===== src/rtl/xlat_pkg.sv =====
package xlat_pkg;

  typedef enum logic [1:0] {
    WS_IDLE  = 2'd0,
    WS_OUTER = 2'd1,
    WS_INNER = 2'd2,
    WS_RESP  = 2'd3
  } walk_state_e;

endpackage


===== src/rtl/xlat_pte_dec.sv =====
module xlat_pte_dec #(
  parameter int ADDR_W = 32,
  parameter int OFF_W  = 10
) (
  input  logic [ADDR_W-1:0]       entry,
  output logic                    present,
  output logic [ADDR_W-OFF_W-1:0] frame
);
  localparam int FRAME_W   = ADDR_W - OFF_W;
  localparam int VALID_POS = ADDR_W - 1;

  assign present = entry[VALID_POS];
  assign frame   = entry[FRAME_W-1:0];

  // Bits between the frame field and the presence flag carry no meaning.
  generate
    if (VALID_POS > FRAME_W) begin : g_rsvd
      logic unused_rsvd;
      assign unused_rsvd = ^entry[VALID_POS-1:FRAME_W];
    end
  endgenerate

endmodule


===== src/rtl/xlat_addr_gen.sv =====
module xlat_addr_gen #(
  parameter int ADDR_W  = 32,
  parameter int OFF_W   = 10,
  parameter int INNER_W = 10
) (
  input  logic [ADDR_W-1:0]       vaddr,
  input  logic [ADDR_W-1:0]       root,
  input  logic [ADDR_W-OFF_W-1:0] outer_frame,
  input  logic                    sel_inner,
  output logic [ADDR_W-1:0]       rd_addr
);
  localparam int OUTER_W = ADDR_W - OFF_W - INNER_W;

  logic [OUTER_W-1:0] outer_idx;
  logic [INNER_W-1:0] inner_idx;
  logic [ADDR_W-1:0]  outer_ptr;
  logic [ADDR_W-1:0]  inner_ptr;

  assign outer_idx = vaddr[ADDR_W-1 -: OUTER_W];
  assign inner_idx = vaddr[OFF_W +: INNER_W];

  assign outer_ptr = root + {{(ADDR_W-OUTER_W-2){1'b0}}, outer_idx, 2'b00};
  assign inner_ptr = {outer_frame, {OFF_W{1'b0}}}
                   + {{(ADDR_W-INNER_W-2){1'b0}}, inner_idx, 2'b00};

  assign rd_addr = sel_inner ? inner_ptr : outer_ptr;

endmodule


===== src/rtl/xlat_fsm.sv =====
module xlat_fsm
  import xlat_pkg::*;
(
  input  logic clk,
  input  logic rst_n,
  input  logic req_valid,
  input  logic rsp_ready,
  input  logic mem_rvalid,
  input  logic pte_present,
  output logic req_ready,
  output logic mem_req,
  output logic sel_inner,
  output logic rsp_valid,
  output logic take_req,
  output logic take_outer,
  output logic done_ok,
  output logic done_fault
);
  walk_state_e state_q, state_d;

  always_comb begin
    state_d    = state_q;
    req_ready  = 1'b0;
    mem_req    = 1'b0;
    sel_inner  = 1'b0;
    rsp_valid  = 1'b0;
    take_req   = 1'b0;
    take_outer = 1'b0;
    done_ok    = 1'b0;
    done_fault = 1'b0;
    case (state_q)
      WS_IDLE: begin
        req_ready = 1'b1;
        if (req_valid) begin
          take_req = 1'b1;
          state_d  = WS_OUTER;
        end
      end
      WS_OUTER: begin
        mem_req = 1'b1;
        if (mem_rvalid) begin
          if (pte_present) begin
            take_outer = 1'b1;
            state_d    = WS_INNER;
          end else begin
            done_fault = 1'b1;
            state_d    = WS_RESP;
          end
        end
      end
      WS_INNER: begin
        mem_req   = 1'b1;
        sel_inner = 1'b1;
        if (mem_rvalid) begin
          state_d = WS_RESP;
          if (pte_present) done_ok    = 1'b1;
          else             done_fault = 1'b1;
        end
      end
      WS_RESP: begin
        rsp_valid = 1'b1;
        if (rsp_ready) state_d = WS_IDLE;
      end
      default: state_d = WS_IDLE;
    endcase
  end

  always_ff @(posedge clk or negedge rst_n) begin
    if (!rst_n) state_q <= WS_IDLE;
    else        state_q <= state_d;
  end


  busy_no_accept_chk: assert property (@(posedge clk) disable iff (!rst_n)
    (rsp_valid || mem_req) |-> !req_ready);


  accept_leaves_idle_chk: assert property (@(posedge clk) disable iff (!rst_n)
    (req_valid && req_ready) |=> (!req_ready && mem_req));


  resp_after_last_chk: assert property (@(posedge clk) disable iff (!rst_n)
    (mem_req && mem_rvalid && sel_inner) |=> (rsp_valid && !mem_req));

endmodule


===== src/rtl/xlat_walker.sv =====
module xlat_walker #(
  parameter int ADDR_W  = 32,
  parameter int OFF_W   = 10,
  parameter int INNER_W = 10
) (
  input  logic              clk,
  input  logic              rst_n,
  input  logic [ADDR_W-1:0] tbl_root,
  input  logic              req_valid,
  output logic              req_ready,
  input  logic [ADDR_W-1:0] req_vaddr,
  output logic              rsp_valid,
  input  logic              rsp_ready,
  output logic [ADDR_W-1:0] rsp_paddr,
  output logic              rsp_fault,
  output logic              mem_req,
  output logic [ADDR_W-1:0] mem_addr,
  input  logic              mem_rvalid,
  input  logic [ADDR_W-1:0] mem_rdata
);
  localparam int FRAME_W = ADDR_W - OFF_W;

  logic               take_req, take_outer, done_ok, done_fault;
  logic               sel_inner, pte_present;
  logic [FRAME_W-1:0] pte_frame;

  logic [ADDR_W-1:0]  vaddr_q, vaddr_d;
  logic [ADDR_W-1:0]  root_q, root_d;
  logic [FRAME_W-1:0] l1_frame_q, l1_frame_d;
  logic [ADDR_W-1:0]  paddr_q, paddr_d;
  logic               fault_q, fault_d;
  logic               rsp_load;

  xlat_fsm u_fsm (
    .clk         (clk),
    .rst_n       (rst_n),
    .req_valid   (req_valid),
    .rsp_ready   (rsp_ready),
    .mem_rvalid  (mem_rvalid),
    .pte_present (pte_present),
    .req_ready   (req_ready),
    .mem_req     (mem_req),
    .sel_inner   (sel_inner),
    .rsp_valid   (rsp_valid),
    .take_req    (take_req),
    .take_outer  (take_outer),
    .done_ok     (done_ok),
    .done_fault  (done_fault)
  );

  xlat_pte_dec #(.ADDR_W(ADDR_W), .OFF_W(OFF_W)) u_dec (
    .entry   (mem_rdata),
    .present (pte_present),
    .frame   (pte_frame)
  );

  xlat_addr_gen #(.ADDR_W(ADDR_W), .OFF_W(OFF_W), .INNER_W(INNER_W)) u_agen (
    .vaddr       (vaddr_q),
    .root        (root_q),
    .outer_frame (l1_frame_q),
    .sel_inner   (sel_inner),
    .rd_addr     (mem_addr)
  );

  // Next-state values
  always_comb begin
    vaddr_d    = req_vaddr;
    root_d     = tbl_root;
    l1_frame_d = pte_frame;
    rsp_load   = done_ok || done_fault;
    if (done_ok) begin
      paddr_d = {pte_frame, vaddr_q[OFF_W-1:0]};
      fault_d = 1'b0;
    end else begin
      paddr_d = '0;
      fault_d = 1'b1;
    end
  end

  // Registers with explicit enables
  always_ff @(posedge clk or negedge rst_n) begin
    if (!rst_n) begin
      vaddr_q <= '0;
      root_q  <= '0;
    end else if (take_req) begin
      vaddr_q <= vaddr_d;
      root_q  <= root_d;
    end
  end

  always_ff @(posedge clk or negedge rst_n) begin
    if (!rst_n)          l1_frame_q <= '0;
    else if (take_outer) l1_frame_q <= l1_frame_d;
  end

  always_ff @(posedge clk or negedge rst_n) begin
    if (!rst_n) begin
      paddr_q <= '0;
      fault_q <= 1'b0;
    end else if (rsp_load) begin
      paddr_q <= paddr_d;
      fault_q <= fault_d;
    end
  end

  assign rsp_paddr = paddr_q;
  assign rsp_fault = fault_q;


  rsp_hold_chk: assert property (@(posedge clk) disable iff (!rst_n)
    (rsp_valid && !rsp_ready) |=> (rsp_valid && $stable(rsp_paddr) && $stable(rsp_fault)));


  fault_zero_chk: assert property (@(posedge clk) disable iff (!rst_n)
    (rsp_valid && rsp_fault) |-> (rsp_paddr == '0));


  offset_pass_chk: assert property (@(posedge clk) disable iff (!rst_n)
    (rsp_valid && !rsp_fault) |-> (rsp_paddr[OFF_W-1:0] == vaddr_q[OFF_W-1:0]));


  mem_hold_chk: assert property (@(posedge clk) disable iff (!rst_n)
    (mem_req && !mem_rvalid) |=> (mem_req && $stable(mem_addr)));


  outer_stop_chk: assert property (@(posedge clk) disable iff (!rst_n)
    (mem_req && mem_rvalid && !sel_inner && !pte_present) |=> (rsp_valid && rsp_fault && !mem_req));


  inner_fault_chk: assert property (@(posedge clk) disable iff (!rst_n)
    (mem_req && mem_rvalid && sel_inner && !pte_present) |=> (rsp_valid && rsp_fault));


  second_read_chk: assert property (@(posedge clk) disable iff (!rst_n)
    (mem_req && mem_rvalid && !sel_inner && pte_present) |=> (mem_req && sel_inner));

endmodule


===== config.mk =====
export PLATFORM = sky130hd
export DESIGN_NAME = xlat_walker
export DESIGN_NICKNAME = d
export VERILOG_FILES = /design/src/rtl/xlat_pkg.sv /design/src/rtl/xlat_pte_dec.sv /design/src/rtl/xlat_addr_gen.sv /design/src/rtl/xlat_fsm.sv /design/src/rtl/xlat_walker.sv
export SDC_FILE = /design/constraint.sdc
export NUM_CORES = 1
export LEC_CHECK = 0
export BUFFER_PORTS_ARGS = -buffer_cell sky130_fd_sc_hd__buf_2
export CORE_UTILIZATION = 59
export CTS_BUF_LIST = sky130_fd_sc_hd__clkbuf_8
export CTS_CLUSTER_DIAMETER = 150
export CTS_CLUSTER_SIZE = 16
export DETAILED_ROUTE_END_ITERATION = 7
export GPL_ROUTABILITY_DRIVEN = 0
export PLACE_DENSITY_LB_ADDON = 0.12
export RECOVER_POWER = 100
export REMOVE_ABC_BUFFERS = 1
export SLEW_MARGIN = 5
export SYNTH_ARGS = -nofsm -noshare
export SYNTH_HDL_FRONTEND = slang
export SYNTH_SLANG_ARGS = --single-unit

===== constraint.sdc =====
create_clock -name clk -period 5.9 [get_ports clk]
set_input_delay 0.295 -clock clk [delete_from_list [all_inputs] [get_ports clk]]
set_output_delay 0.295 -clock clk [all_outputs]
set_load 0.005 [all_outputs]

* After elaboration in Yosys (flattened, before gate mapping)
Index checks and enable logic that the tools add are counted.
** Cells by class
- Multiplexer cells :: 22
- Equal/unequal tests :: 7
- Add/sub/neg operators :: 2
- Reduce and logical (&&, ||, !) cells :: 4
** Operators with widths (count)
- $mux 32 :: 2
- $add 32x12->32 :: 1
- $add 32x14->32 :: 1
- $mux 1 :: 15
- $mux 2 :: 4
- $ne 2x2->1 const B :: 4
- $pmux 2 s4 :: 1
- $eq 2x2->1 const B :: 2
- $reduce_and 4->1 :: 1
- $eq 2x1->1 const B :: 1
- $logic_not 2->1 :: 1
- $reduce_or 2->1 :: 1
- $logic_or 1x1->1 :: 1
** Word-level totals
- Output and inout bits :: 68
- Input bits :: 101
- Register bits :: 121

* Longest topological paths before layout
Gate-level depths: netlist (run 1).
- Depth in word-level cells :: 4
- Depth in mapped cells :: 9
- Mapped depth without buffers :: 8

* Cells and area by module
A second synthesis (run 1) with hierarchy kept.
** Unflattened totals
- Cells, all modules :: 547
- Area, all modules :: 6774.0 µm²
** By module, submodules not included
- xlat_walker :: sequential area each 2977.9 µm², instances 1, cells each 256, area each 4682.0 µm²
- xlat_addr_gen :: sequential area each 0.0 µm², instances 1, cells each 246, area each 1707.9 µm²
- xlat_fsm :: sequential area each 50.0 µm², instances 1, cells each 22, area each 211.5 µm²
- xlat_pte_dec :: sequential area each 0.0 µm², instances 1, cells each 23, area each 172.7 µm²

* Worst setup path after synthesis (run 1)
OpenSTA, ideal clock, no wires.
- Path kind :: register -> output
- Start :: register root_q[2]
- End :: output mem_addr[20]
- Setup slack :: 3.203 ns
- Data arrival time :: 2.402 ns
- Stages on the path, launching flop included :: 10
- Path through :: dfrtp_1 > ha_1 > fa_1 > a21oi_1 > o21ai_0 > a211o_2 > a31oi_4 > buf_2 > nor4_1 > o31a_1
** Between the ends
- Word-level cells in the longest chain between the ends :: 2
** Ends and longest elaborated chain
- start, declared :: RTL line xlat_walker.sv:28 : logic [ADDR_W-1:0] root_q, root_d;
- start signal, assigned :: RTL line xlat_walker.sv:87 : root_q <= root_d;
- $add 32x14->32 :: RTL line xlat_addr_gen.sv:22 : assign outer_ptr = root + {{(ADDR_W-OUTER_W-2){1'b0}}, outer_idx, 2'b00};
- $mux 32 :: RTL line xlat_addr_gen.sv:26 : assign rd_addr = sel_inner ? inner_ptr : outer_ptr;
- end, declared :: RTL line xlat_walker.sv:17 : output logic [ADDR_W-1:0] mem_addr,
Every way passes these cells.

* Worst setup path in the final report (run 1)
- Start :: register root_q[2]
- End :: output mem_addr[16]
The elaborated chain is that of the path after synthesis.

==> out/results.ini, run 1 <==
[sta]
final-setup-viol-count=0
hold_viol=0
finalClockSkew_ns=0.00723
rsz0062_at_grt=false
setup_ws_ns=1.56
slew_violations=119
finalCritPeriodShare_pct=73.5
final.min_clock_period_ns=4.34
fmax_mhz=231
fin_tns_setup_ns=0
max-slew-margin-rel_pct=-137
worst_slew_pin_slew_ns=3.56

[power_and_ir_drop]
max-vdd-ir-drop_mv=0.519
p_leak_nw=3.44
p_sw_mw=1.78
comb_power_share_pct=48.4
sw_frac_of_total_pct=38.5
clkPwrFrac_pct=17.0
power_mw=4.62
intPower_mw=2.84
p_seq_share_pct=34.6
p_per_area_nw_per_um2=623

[run_status]
status=finished with violations
violations=capacitance limit, slew limit

[synth]
netlist_instances=529
synth-seq-cells=121
syn_avg_cell_area_um2=11.7
synth.distinct_cells=50
synth_top_area_share_pct=49.1
yosysTopAreaCell=dfrtp_1
yosys_warnings=0
ys.flop_type=dfrtp_1
yosys-top-cells-area=dfrtp_1, mux2_2, a22o_1, ha_1, nand2_1
syn-cell-area_um2=6170
yosysSeqAreaShare_pct=49.1
synth_edf_count=0
async_reset_ff_share_pct=100

[setup_path]
path_max_fanout=17
arrival_ns=4.04
startpoint_type=register
cp.required_ns=5.61
endpoint_kind=primary output
path_class=reg2out

[grt]
grt_max_degree=70
gr-total-overflow=0
antenna_found_initial=0
grt_usage_pct=27.3
grt_pass1_wl_um=23200
grt_pass1_vias=4841

[clocking]
post-cts-setup-buffers=0
htree_levels=4
cts_tree=built
cts_inserted_buffers=17
clock_sinks=121
clock-root-buffer=clkbuf_8
clkTransAtPathRegs_ns=0.07
clock_path_buffers=2
worstSkewPairLatency_ns=0.43

[routing]
first_pass_iters=4
drt_iter0_drc=222
wire_per_inst_um=16.7
drc=0
ant_nets=0
totalWireLength_um=13900
routed_via_density=5.73
route.vias.total=4758

[final_layout]
antennaDiodeCount=0
mostFrequentLayoutCells=buf_2, dfrtp_1, mux2_2
area_growth_pct=20.2
final_nets=806
drive_above_1_share_pct=36.1
fin_util_pct=74.5
layout_commonest_cell=buf_2

[die]
initial_core_util_pct=62.0
ioPinCount=169
dieArea_um2=10900
num_rows=36
die_y_um=104
die_w_um=104
core_um2=9950

[worst_hold_path]
hold_class=in2reg

[place]
dp_slack_ns=2.76
port_buffers=159
dp_hpwl_um=9860

[job]
cap_violations=2

==> repair_timing <==
action | 4_1_cts | 5_1_grt
hold buffers | 1 | 0
endpoints found under the hold margin | 52 | 0
gates resized for setup | 0 | 0
==> cell type report <==
class,instances,area [µm²]
Clock buffer,19,262
Multi-Input combinational cell,373,2980
Timing Repair Buffer,163,785
Clock inverter,13,161
Inverter,9,33.8
Fill cell,714,2540
Tap cell,133,166
Sequential cell,121,3030
==> metal layers <==
layer | global-route usage [%] | wire length [µm]
met1 | 34.5 | 5920
met4 | 12.7 | 390
met3 | 6.27 | 753
met2 | 44.7 | 6830
met5 | 0 | 0
==> flip-flops by register name, summed over array words and instances, names as in the netlist <==
register / cells
u_fsm.state_q: 2
vaddr_q: 32
rsp_fault: 1
rsp_paddr: 32
root_q: 32
l1_frame_q: 22
==> critical path: stages, from the launching register on <==
cell      delay [ns]
dfrtp_1         0.37
ha_1            0.23
fa_1            0.43
a21oi_1         0.20
o21ai_0         0.22
a211o_2         0.38
a31oi_1         1.10
o21ai_0         0.28
a31oi_1         0.24
clkbuf_1        0.15
==> final timing paths <==
check	start	endpoint	slack [ns]	depth (start not counted)
worst max-delay path	root_q[2]	mem_addr[16]	1.56	9
worst min-delay path	req_vaddr[6]	vaddr_q[6]	0.09	2
worst max register to register	u_fsm.state_q[0]	root_q[0]	1.85	5
worst min register to register	root_q[1]	root_q[1]	0.50	1
max in group asynchronous	rst_n	root_q[4]	2.57	3
min in group asynchronous	rst_n	root_q[2]	1.29	2
==> kinds of logic after synthesis <==
logic type | synth area share (%)
flops | 49.1
buf+inv | 2.19
simple gates | 9.55
mux | 16.9
fa+ha+maj | 4.30
xor+xnor | 4.54
compound gates | 13.5
==> Yosys cell counts, types with 7 or more instances <==
master and number:
dfrtp_1 121, inv_1 9, nor4_1 8, o21ai_0 17, o31a_1 12, a21oi_1 11, xor2_1 13, nand2_1 45
a22o_1 32, mux2_2 90, ha_1 18, xnor2_1 19, nor2_1 22, nand4_1 7, nand3_1 14, clkbuf_1 19
==> per-stage QoR <==
stage | instances | cell area, µm² | hold WS, ns
finish | 831 | 7420 | 0.0906
detailed placement | 798 | 7060 | 0.370
floorplan | 503 | 6070 | -0.000591
CTS | 831 | 7500 | 0.0634
global route | 831 | 7420 | 0.0618
global placement | 798 | 7060 | 0.361
==> power by group through the flow <==
| stage | sequential (mW) | combinational, mW | clock [mW] |
|---|---|---|---|
| after floorplan | 1.53 | 1.56 | 0 |
| after global placement | 1.57 | 2.22 | 0 |
| after detailed placement | 1.60 | 2.30 | 0 |
| after CTS | 1.59 | 2.32 | 0.805 |
| after global routing | 1.65 | 2.48 | 0.840 |
| final | 1.60 | 2.24 | 0.788 |
(Power assumes the default switching activity.)
==> run 2, diff against run 1 <==
CORE_UTILIZATION = 49   (was 59)
clock period = 3.8 ns   (was 5.9 ns; I/O delays follow)
==> run 2 against run 1 <==
Effect of this change:
- the flow still finishes with violations (capacitance limit, slew limit)
- die area rose by 20%
- clock-buffer cell count down 2
- first-iteration DRC count decreased by 2.7%
- critical path type unchanged
- clock power rose by 50%
- largest power group unchanged
- critical endpoint is now mem_addr[31]
- wire length is 9.1% higher
==> out/results.ini, run 2 (synthesized netlist as in run 1, its figures left out) <==
[sta]
finalCritPeriodShare_pct=93.2
finalClockSkew_ns=0.00806  ; was 0.00723 ns
fmax_mhz=282
fin_tns_setup_ns=0  ; unchanged
slew_violations=74  ; was 119
final.min_clock_period_ns=3.54
hold_viol=0  ; unchanged
worst_slew_pin_slew_ns=1.77  ; was 3.56 ns
max-slew-margin-rel_pct=-18.1  ; was -137%
final-setup-viol-count=0  ; unchanged
rsz0062_at_grt=false  ; unchanged

[final_layout]
layout_commonest_cell=dfrtp_1  ; was buf_2
mostFrequentLayoutCells=dfrtp_1, buf_2, mux2_2  ; was buf_2, dfrtp_1, mux2_2
antennaDiodeCount=0  ; unchanged
final_nets=895  ; was 806
drive_above_1_share_pct=31.6  ; was 36.1%
fin_util_pct=68.4  ; was 74.5%
area_growth_pct=34.8  ; was 20.2%
nFillCells=963  ; was 714

[setup_path]
r2r_cells=5  ; unchanged
r2r-start=u_fsm.state_q[0]  ; unchanged
path_class=reg2out  ; unchanged
arrival_ns=3.35  ; was 4.04 ns
endpoint_kind=primary output  ; unchanged
r2r-end=root_q[10]  ; was root_q[0]
rrSetupSlack_ns=0.90  ; was 1.85 ns
path_max_fanout=9  ; was 17
cp.required_ns=3.61  ; was 5.61 ns
startpoint_type=register  ; unchanged
critPathLaunch=root_q[8]  ; was root_q[2]

[grt]
antenna_found_initial=0  ; unchanged
gr-total-overflow=0  ; unchanged
grt_max_degree=74  ; was 70
grt_pass1_vias=5075  ; was 4841
grt_usage_pct=24.7  ; was 27.3%
grt_pass1_wl_um=24700  ; was 23200 µm

[routing]
wire_per_inst_um=15.9  ; was 16.7 µm
route.vias.total=5094  ; was 4758
routed_via_density=5.34  ; was 5.73
drc=0  ; unchanged
totalWireLength_um=15100  ; was 13900 µm
drt_iter0_drc=216  ; was 222
first_pass_iters=8  ; was 4
ant_nets=0  ; unchanged

[die]
die_y_um=114  ; was 104 µm
die_w_um=114  ; was 104 µm
initial_core_util_pct=50.8  ; was 62.0%
num_rows=40  ; was 36
core_um2=12200  ; was 9950 µm²
dieArea_um2=13000  ; was 10900 µm²
ioPinCount=169  ; unchanged

[clocking]
cts_inserted_buffers=17  ; unchanged
clock_path_buffers=2  ; unchanged
clkTransAtPathRegs_ns=0.08  ; was 0.07 ns
worstSkewPairLatency_ns=0.44  ; was 0.43 ns
clock-root-buffer=clkbuf_8  ; unchanged
post-cts-setup-buffers=0  ; unchanged
htree_levels=4  ; unchanged
cts_tree=built  ; unchanged
clock_sinks=121  ; unchanged

[power_and_ir_drop]
p_per_area_nw_per_um2=869  ; was 623 nW/µm²
max-vdd-ir-drop_mv=0.457  ; was 0.519 mV
p_leak_nw=3.74  ; was 3.44 nW
power_mw=7.23  ; was 4.62 mW

[run_status]
violations=capacitance limit, slew limit  ; unchanged
status=finished with violations  ; unchanged

[place]
port_buffers=159  ; unchanged
dp_hpwl_um=10100  ; was 9860 µm

[worst_hold_path]
worstHoldPathCells=4  ; was 2
hold_class=in2reg  ; unchanged
hold_path_startpoint=mem_rvalid  ; was req_vaddr[6]
min_to=rsp_fault  ; was vaddr_q[6]

[job]
cap_violations=1  ; was 2

## run 2: worst max path at each step
| stage | to |
|---|---|
| 2_1_floorplan | rsp_paddr[0] |
| 3_3_place_gp | mem_addr[14] |
| 3_5_place_dp | mem_addr[14] |
| 4_1_cts | mem_addr[14] |
| 5_1_grt | mem_addr[31] |
| 6_report | mem_addr[31] |
## run 2: what timing repair did
item                                    in CTS  in global routing
endpoints found under the setup margin       0                  0
hold buffers                                88                  0
gates resized for setup                      0                  0
hold endpoints to repair                   180                  0
## run 2: where the power goes
group / switching [mW] / internal, mW
logic: 1.79 / 1.77
registers: 0.546 / 1.95
clock network: 0.530 / 0.650
total: 2.86 / 4.36
## run 2: critical path, cell delays in order (launching register included)
cell and delay (ns):
dfrtp_1 0.38, ha_1 0.35, a211oi_1 0.22, nor2_1 0.12, or4_1 0.59, o211ai_1 0.63, nor3_1 0.12, a221o_1 0.36
buf_2 0.13
## run 2: final cells by class
class / count / area (µm²) / share of cell area (%)
flip-flops and latches: 121 / 3030 / 36.4
multi-input cells: 373 / 2990 / 35.9
well taps: 168 / 210 / 2.53
clock inverters: 14 / 174 / 2.09
clock buffers: 17 / 234 / 2.81
inverters: 9 / 33.8 / 0.406
repair buffers: 252 / 1650 / 19.8
## run 2: metrics by stage
stage	hold slack (ns)	area, µm²	setup WS, ns	cells
after global routing	0.117	8320	0.0362	954
final	0.0951	8320	0.258	954
after global placement	0.365	7120	0.773	835
after floorplan	-0.106	6070	1.13	503
after CTS	0.0752	8410	0.235	954
after detailed placement	0.368	7120	0.756	835
## run 2: layer usage
layer / GRT usage, % / vias to the layer above / share of wire, %
li1: - / 2438 / -
met1: 31.0 / 2481 / 44
met2: 41.2 / 149 / 49
met3: 5.82 / 26 / 5.0
met4: 10.1 / 0 / 2.2
met5: 0 / - / 0
